$ cat config.mk
export PLATFORM = sky130hd
export DESIGN_NAME = arr_mult_top
export DESIGN_NICKNAME = d
export VERILOG_FILES = /design/src/rtl/arr_mult_pkg.sv /design/src/rtl/arr_mult_row.sv /design/src/rtl/arr_mult_rank.sv /design/src/rtl/arr_mult_trunc.sv /design/src/rtl/arr_mult_top.sv
export SDC_FILE = /design/constraint.sdc
export NUM_CORES = 1
export LEC_CHECK = 0
export ABC_AREA = 1
export BUFFER_PORTS_ARGS = -buffer_cell sky130_fd_sc_hd__buf_2
export CAP_MARGIN = 20
export CORE_MARGIN = 1
export CORE_UTILIZATION = 30
export CTS_CLUSTER_SIZE = 20
export DETAILED_ROUTE_END_ITERATION = 6
export PLACE_DENSITY_LB_ADDON = 0.1
export SYNTH_ARGS = -nofsm -noshare
export SYNTH_HDL_FRONTEND = slang
export SYNTH_SLANG_ARGS = --single-unit
export TNS_END_PERCENT = 20
$ cat constraint.sdc
create_clock -name clk -period 4.13 [get_ports clk]
set_input_delay 0.826 -clock clk [delete_from_list [all_inputs] [get_ports clk]]
set_output_delay 0.826 -clock clk [all_outputs]
set_load 0.02 [all_outputs]
$ cat src/rtl/arr_mult_pkg.sv
package arr_mult_pkg;

  // Number of register ranks for a given row count and spacing.
  function automatic int rank_count(input int rows, input int spacing);
    if (spacing <= 0) return 0;
    return ((rows - 1) / spacing) + 1;
  endfunction

  // True when a register rank follows row idx.
  function automatic bit row_is_registered(input int idx, input int rows,
                                           input int spacing);
    if (spacing <= 0) return 1'b0;
    return (((idx + 1) % spacing) == 0) || (idx == rows - 1);
  endfunction

endpackage

$ cat src/rtl/arr_mult_row.sv
module arr_mult_row #(
  parameter int XW     = 8,
  parameter int PRODW  = 14,
  parameter int IDX    = 0,
  parameter bit SIGNED = 1'b1,
  parameter bit LAST   = 1'b0
) (
  input  logic             clk,
  input  logic             rst,
  input  logic [PRODW-1:0] acc_in,
  input  logic [XW-1:0]    x_in,
  input  logic             y_bit,
  output logic [PRODW-1:0] acc_out
);
  localparam int EXTW = PRODW - XW;
  localparam bit SUBTRACT = SIGNED && LAST;

  logic [PRODW-1:0] x_ext;
  logic [PRODW-1:0] addend;

  always_comb begin
    if (SIGNED) x_ext = {{EXTW{x_in[XW-1]}}, x_in};
    else        x_ext = {{EXTW{1'b0}}, x_in};
    addend = y_bit ? (x_ext << IDX) : '0;
    if (SUBTRACT) acc_out = acc_in - addend;
    else          acc_out = acc_in + addend;
  end

  // a cleared Y bit leaves the running sum untouched
  assert_row_pass_R3: assert property (@(posedge clk) disable iff (rst)
    !y_bit |-> (acc_out == acc_in));

  // the sign row moves the sum down by the shifted operand
  generate
    if (SUBTRACT) begin : g_sign_chk
      assert_sign_row_R4: assert property (@(posedge clk) disable iff (rst)
        y_bit |-> ((acc_out + (x_ext << IDX)) == acc_in));
    end
  endgenerate

endmodule

$ cat src/rtl/arr_mult_rank.sv
module arr_mult_rank #(
  parameter int W = 16
) (
  input  logic         clk,
  input  logic         rst,
  input  logic         ce,
  input  logic [W-1:0] d,
  output logic [W-1:0] q
);
  always_ff @(posedge clk) begin
    if (rst)     q <= '0;
    else if (ce) q <= d;
  end

  // a disabled rank keeps its contents
  assert_rank_hold_R6: assert property (@(posedge clk) disable iff (rst)
    !ce |=> $stable(q));

endmodule

$ cat src/rtl/arr_mult_trunc.sv
module arr_mult_trunc #(
  parameter int PRODW = 14,
  parameter int PW    = 10
) (
  input  logic [PRODW-1:0] full,
  output logic [PW-1:0]    upper
);
  localparam int DROP = PRODW - PW;

  initial begin
    if (PW > PRODW || PW < 1)
      $error("arr_mult_trunc: output width %0d out of range", PW);
  end

  // keep only the top PW bits, no rounding
  assign upper = full[PRODW-1:DROP];

endmodule

$ cat src/rtl/arr_mult_top.sv
module arr_mult_top
  import arr_mult_pkg::*;
#(
  parameter int XW      = 8,
  parameter int YW      = 6,
  parameter int PW      = 10,
  parameter bit SIGNED  = 1'b1,
  parameter int SPACING = 2
) (
  input  logic          clk,
  input  logic          rst,
  input  logic          ce,
  input  logic [XW-1:0] x_in,
  input  logic [YW-1:0] y_in,
  output logic [PW-1:0] p_out
);
  localparam int PRODW  = XW + YW;
  localparam int BUNDLE = PRODW + XW + YW;
  localparam int RANKS  = rank_count(YW, SPACING);

  logic [PRODW-1:0] acc_s [YW+1];
  logic [XW-1:0]    x_s   [YW+1];
  logic [YW-1:0]    y_s   [YW+1];
  logic [PRODW-1:0] acc_c [YW];

  assign acc_s[0] = '0;
  assign x_s[0]   = x_in;
  assign y_s[0]   = y_in;

  generate
    for (genvar g = 0; g < YW; g++) begin : g_row
      arr_mult_row #(
        .XW(XW), .PRODW(PRODW), .IDX(g),
        .SIGNED(SIGNED), .LAST(g == YW - 1)
      ) u_row (
        .clk    (clk),
        .rst    (rst),
        .acc_in (acc_s[g]),
        .x_in   (x_s[g]),
        .y_bit  (y_s[g][g]),
        .acc_out(acc_c[g])
      );

      if (row_is_registered(g, YW, SPACING)) begin : g_reg
        logic [BUNDLE-1:0] q_w;
        arr_mult_rank #(.W(BUNDLE)) u_rank (
          .clk(clk),
          .rst(rst),
          .ce (ce),
          .d  ({acc_c[g], x_s[g], y_s[g]}),
          .q  (q_w)
        );
        assign acc_s[g+1] = q_w[BUNDLE-1 -: PRODW];
        assign x_s[g+1]   = q_w[YW +: XW];
        assign y_s[g+1]   = q_w[YW-1:0];
      end else begin : g_wire
        assign acc_s[g+1] = acc_c[g];
        assign x_s[g+1]   = x_s[g];
        assign y_s[g+1]   = y_s[g];
      end
    end
  endgenerate

  arr_mult_trunc #(.PRODW(PRODW), .PW(PW)) u_trunc (
    .full (acc_s[YW]),
    .upper(p_out)
  );

  // Checks on the output port
  logic rst_q;
  always_ff @(posedge clk) begin
    rst_q <= rst;
    // after a reset edge the product reads zero
    if (RANKS > 0 && rst_q)
      assert_reset_zero_R7: assert (p_out == '0);
  end

  generate
    if (RANKS > 0) begin : g_out_chk
      // output frozen while the enable is low
      assert_out_hold_R6: assert property (@(posedge clk) disable iff (rst)
        !ce |=> $stable(p_out));
    end
  endgenerate

endmodule

==> results_dict.tcl <==
set metrics [dict create \
    p_int_mw 1.37 \
    largest_reg_flops 58 \
    crit_family "adder cells" \
    grt_pass1_wl_um 19000 \
    hold_buffers 0 \
    setup_viol 0 \
    clkLatencyLatePin_ps 330 \
    initial_utilization_pct 31.3 \
    synth_cell_type_count 32 \
    grt_max_degree 64 \
    tns_ps 0 \
    p_sw_share_pct 31.9 \
    ant_nets 0 \
    rsz0062_at_grt "no" \
    cts_buffers 9 \
    fp.dieArea_sq_um 15900 \
    slew_violations 0 \
    power_mw 2.01 \
    worst_pin_slew_ps 869 \
    ys_seq_elements 58 \
    hold_slack_ps 486 \
    max_slew_margin_pct 42.0 \
    worst-path-max-fanout 9 \
    fmax_mhz 380 \
    finalHoldViolCount 0 \
    top_register "g_row.g_reg.u_rank.q" \
    cts_tree "built" \
    clkPwrFrac_pct 41.1 \
    worst_path_max_delay_cell "dfxtp_1" \
    cts_setup_buffers 0 \
    clkSlewWorstSetupHoldPaths_ps 50 \
    synth_fp_nets 799 \
    vias 4130 \
    synth_adder_area_share_pct 17.3 \
    io_buffers 26 \
    regArea_sq_um 1160 \
    fp.dieW_um 126 \
    cp_num_buf_inv 4 \
    drive_above_1_share_pct 8.39 \
    synth_area_sq_um 4620 \
    post-route-period-util_pct 63.7 \
    cap_viol_max_count 0 \
    cts_sinks 58 \
    top_regs "g_row.g_reg.u_rank.q: 58 flops" \
    p_sw_mw 0.641 \
    pwr-share-comb_pct 26.6 \
    drt_iter0_drc 127 \
    cts_resized 0 \
    num-fill-cells 1637 \
    synth_seq_area_share_pct 25.1 \
    drc 0 \
    nNetsFinal 815 \
    met3_usage_pct 2.21 \
    die_h_um 126 \
    coreArea_sq_um 14800 \
    cpMostUsedCell "inv_1" \
    status "finished clean" \
    drt-pass1-iter-count 4 \
    grt_pass1_vias 4210 \
    seqPwrFrac_pct 32.2 \
    hp-class "reg -> reg" \
    overflow 0 \
    rows 44 \
    worst_slack_ps 1500 \
    grtUsageMet1_pct 16.8 \
    wire_per_inst_um 11.4 \
    clockRootBuffer "clkbuf_16" \
    viasPerCell 4.42 \
    area_growth_syn_to_layout_pct 12.6 \
    syn_inst 730 \
    yosys.area_share.simple_pct 30.3 \
    clock_path_buffers 2 \
    fin_skew_ps 6.45 \
    worstSetupEndpointType "flip-flop" \
    antennaDiodeCount 0 \
    synthMuxAreaShare_pct 0 \
    async_flop_share_pct 0 \
    track_usage_pct 15.0 \
    synth_edf_count 0 \
    wl_um 10700 \
    path_cells "nand2_1 -> fa_1 -> inv_1 -> ha_1 -> inv_1 -> fa_1 -> inv_1 -> nand2_2 -> nand3_2 -> nand2_1 -> nand3_1 -> nand3_1 -> nand2_1 -> inv_1" \
    gp_congestion 0.847 \
    ys.flop_type "dfxtp_1" \
    ir_drop_mv 0.190 \
    syn_area_per_cell_sq_um 6.33 \
    grtUsageMet2_pct 27.1 \
    htree_levels 3 \
    io_pins 27 \
    max_stage_delay_ps 500 \
    dp_slack_ps 1490 \
    arrival_ps 2860 \
    synth_top_family_by_area "simple AND/OR/NAND/NOR gates" \
    synth-warning-count 0 \
    p_leak_nw 3.10 \
    busiest_layer "met2" \
    synth_compound_area_share_pct 9.54 \
    critPathLaunchType "flip-flop" \
    antenna_found_initial 0 \
    finalCriticalPeriod_ps 2630 \
    place_hpwl_um 8120 \
    synth_xor_area_share_pct 1.52 \
    powerDensity_nw_per_um2 386 \
    multiInputGateArea_sq_um 2710 \
    worstSetupPathType "reg -> reg" \
    required_ps 4360 \
]
==> per-stage QoR <==
stage,instances,area (sq um),util (%)
6_report,935,5200,35.2
2_1_floorplan,730,4620,-
4_1_cts,935,5200,35.2
5_1_grt,935,5200,35.2
3_5_place_dp,919,4870,33.0
3_3_place_gp,919,4870,33.0
==> worst register-to-register path, stage by stage, from the launching register on <==
cell	delay (ps)
dfxtp_1	500
nand2_1	120
fa_1	460
inv_1	60
ha_1	250
inv_1	80
fa_1	410
inv_1	150
nand2_2	90
nand3_2	90
nand2_1	50
nand3_1	70
nand3_1	80
nand2_1	90
inv_1	40
==> path summary, 6_finish.rpt <==
path | slack (ps) | from | cells after the start | end
hold reg to reg | 490 | g_row[3].g_reg.u_rank.q[23] | 2 | g_row[3].g_reg.u_rank.q[23]
setup / recovery | 1500 | g_row[1].g_reg.u_rank.q[2] | 14 | g_row[3].g_reg.u_rank.q[27]
hold / removal | 490 | g_row[3].g_reg.u_rank.q[23] | 2 | g_row[3].g_reg.u_rank.q[23]
setup reg to reg | 1500 | g_row[1].g_reg.u_rank.q[2] | 14 | g_row[3].g_reg.u_rank.q[27]
==> routing by layer <==
| layer | share of wire, % | wire [um] |
|---|---|---|
| met5 | 0 | 0 |
| met4 | 3.1 | 327 |
| met3 | 1.6 | 174 |
| met2 | 48 | 5170 |
| met1 | 47 | 5030 |
==> logic make-up after synthesis <==
kind of cell,count (synthesis)
AO/OA/AOI/OAI,83
XOR/XNOR,8
adder cells (fa/ha/maj),52
buffers and inverters,189
flip-flops,58
AND/OR/NAND/NOR,340
==> layout make-up <==
cell class                 count  area share, %
clock inverter                 4           1.42
sequential                    58           22.3
multi-input combinational    483           52.1
timing repair buffer          28           2.79
tap                          184           4.43
clock buffer                  12           4.93
inverter                     166           12.0
==> placed cells by master, fill, tap and decap left out, types with 3 or more instances in the layout <==
cell       Yosys  final
nand4_1        8      8
inv_1        157    157
nor2_1        88     88
buf_2          6     26
xnor2_1        3      3
inv_2          9      9
dfxtp_1       58     58
nand3_1       43     43
xor2_1         5      5
o211ai_1       3      3
clkbuf_16      0      9
nand2_1      186    186
ha_1          32     32
nand2_2        6      6
o21ai_1        3      3
fa_1          20     20
a21oi_1       33     33
o21ai_0       38     38
==> cells in the mapped netlist (4+ instances only) <==
library cell	number	area share [%]
xor2_1	5	0.95
fa_1	20	8.7
inv_1	157	13
clkbuf_1	11	0.89
nand3_1	43	4.7
ha_1	32	8.7
nand2_2	6	0.81
o21ai_0	38	4.1
inv_2	9	0.73
nand4_1	8	1.1
buf_2	6	0.65
dfxtp_1	58	25
buf_4	4	0.65
nand2_1	186	15
nor2_1	88	7.2
a21oi_1	33	3.6
==> power by group through the flow <==
stage | Sequential [mW] | Clock, mW | Combinational [mW]
detailed placement | 0.659 | 0 | 0.537
floorplan | 0.663 | 0 | 0.410
finish | 0.646 | 0.826 | 0.535
global route | 0.654 | 0.867 | 0.633
CTS | 0.647 | 0.851 | 0.543
global placement | 0.658 | 0 | 0.536
Power figures use the tool's default switching activity.
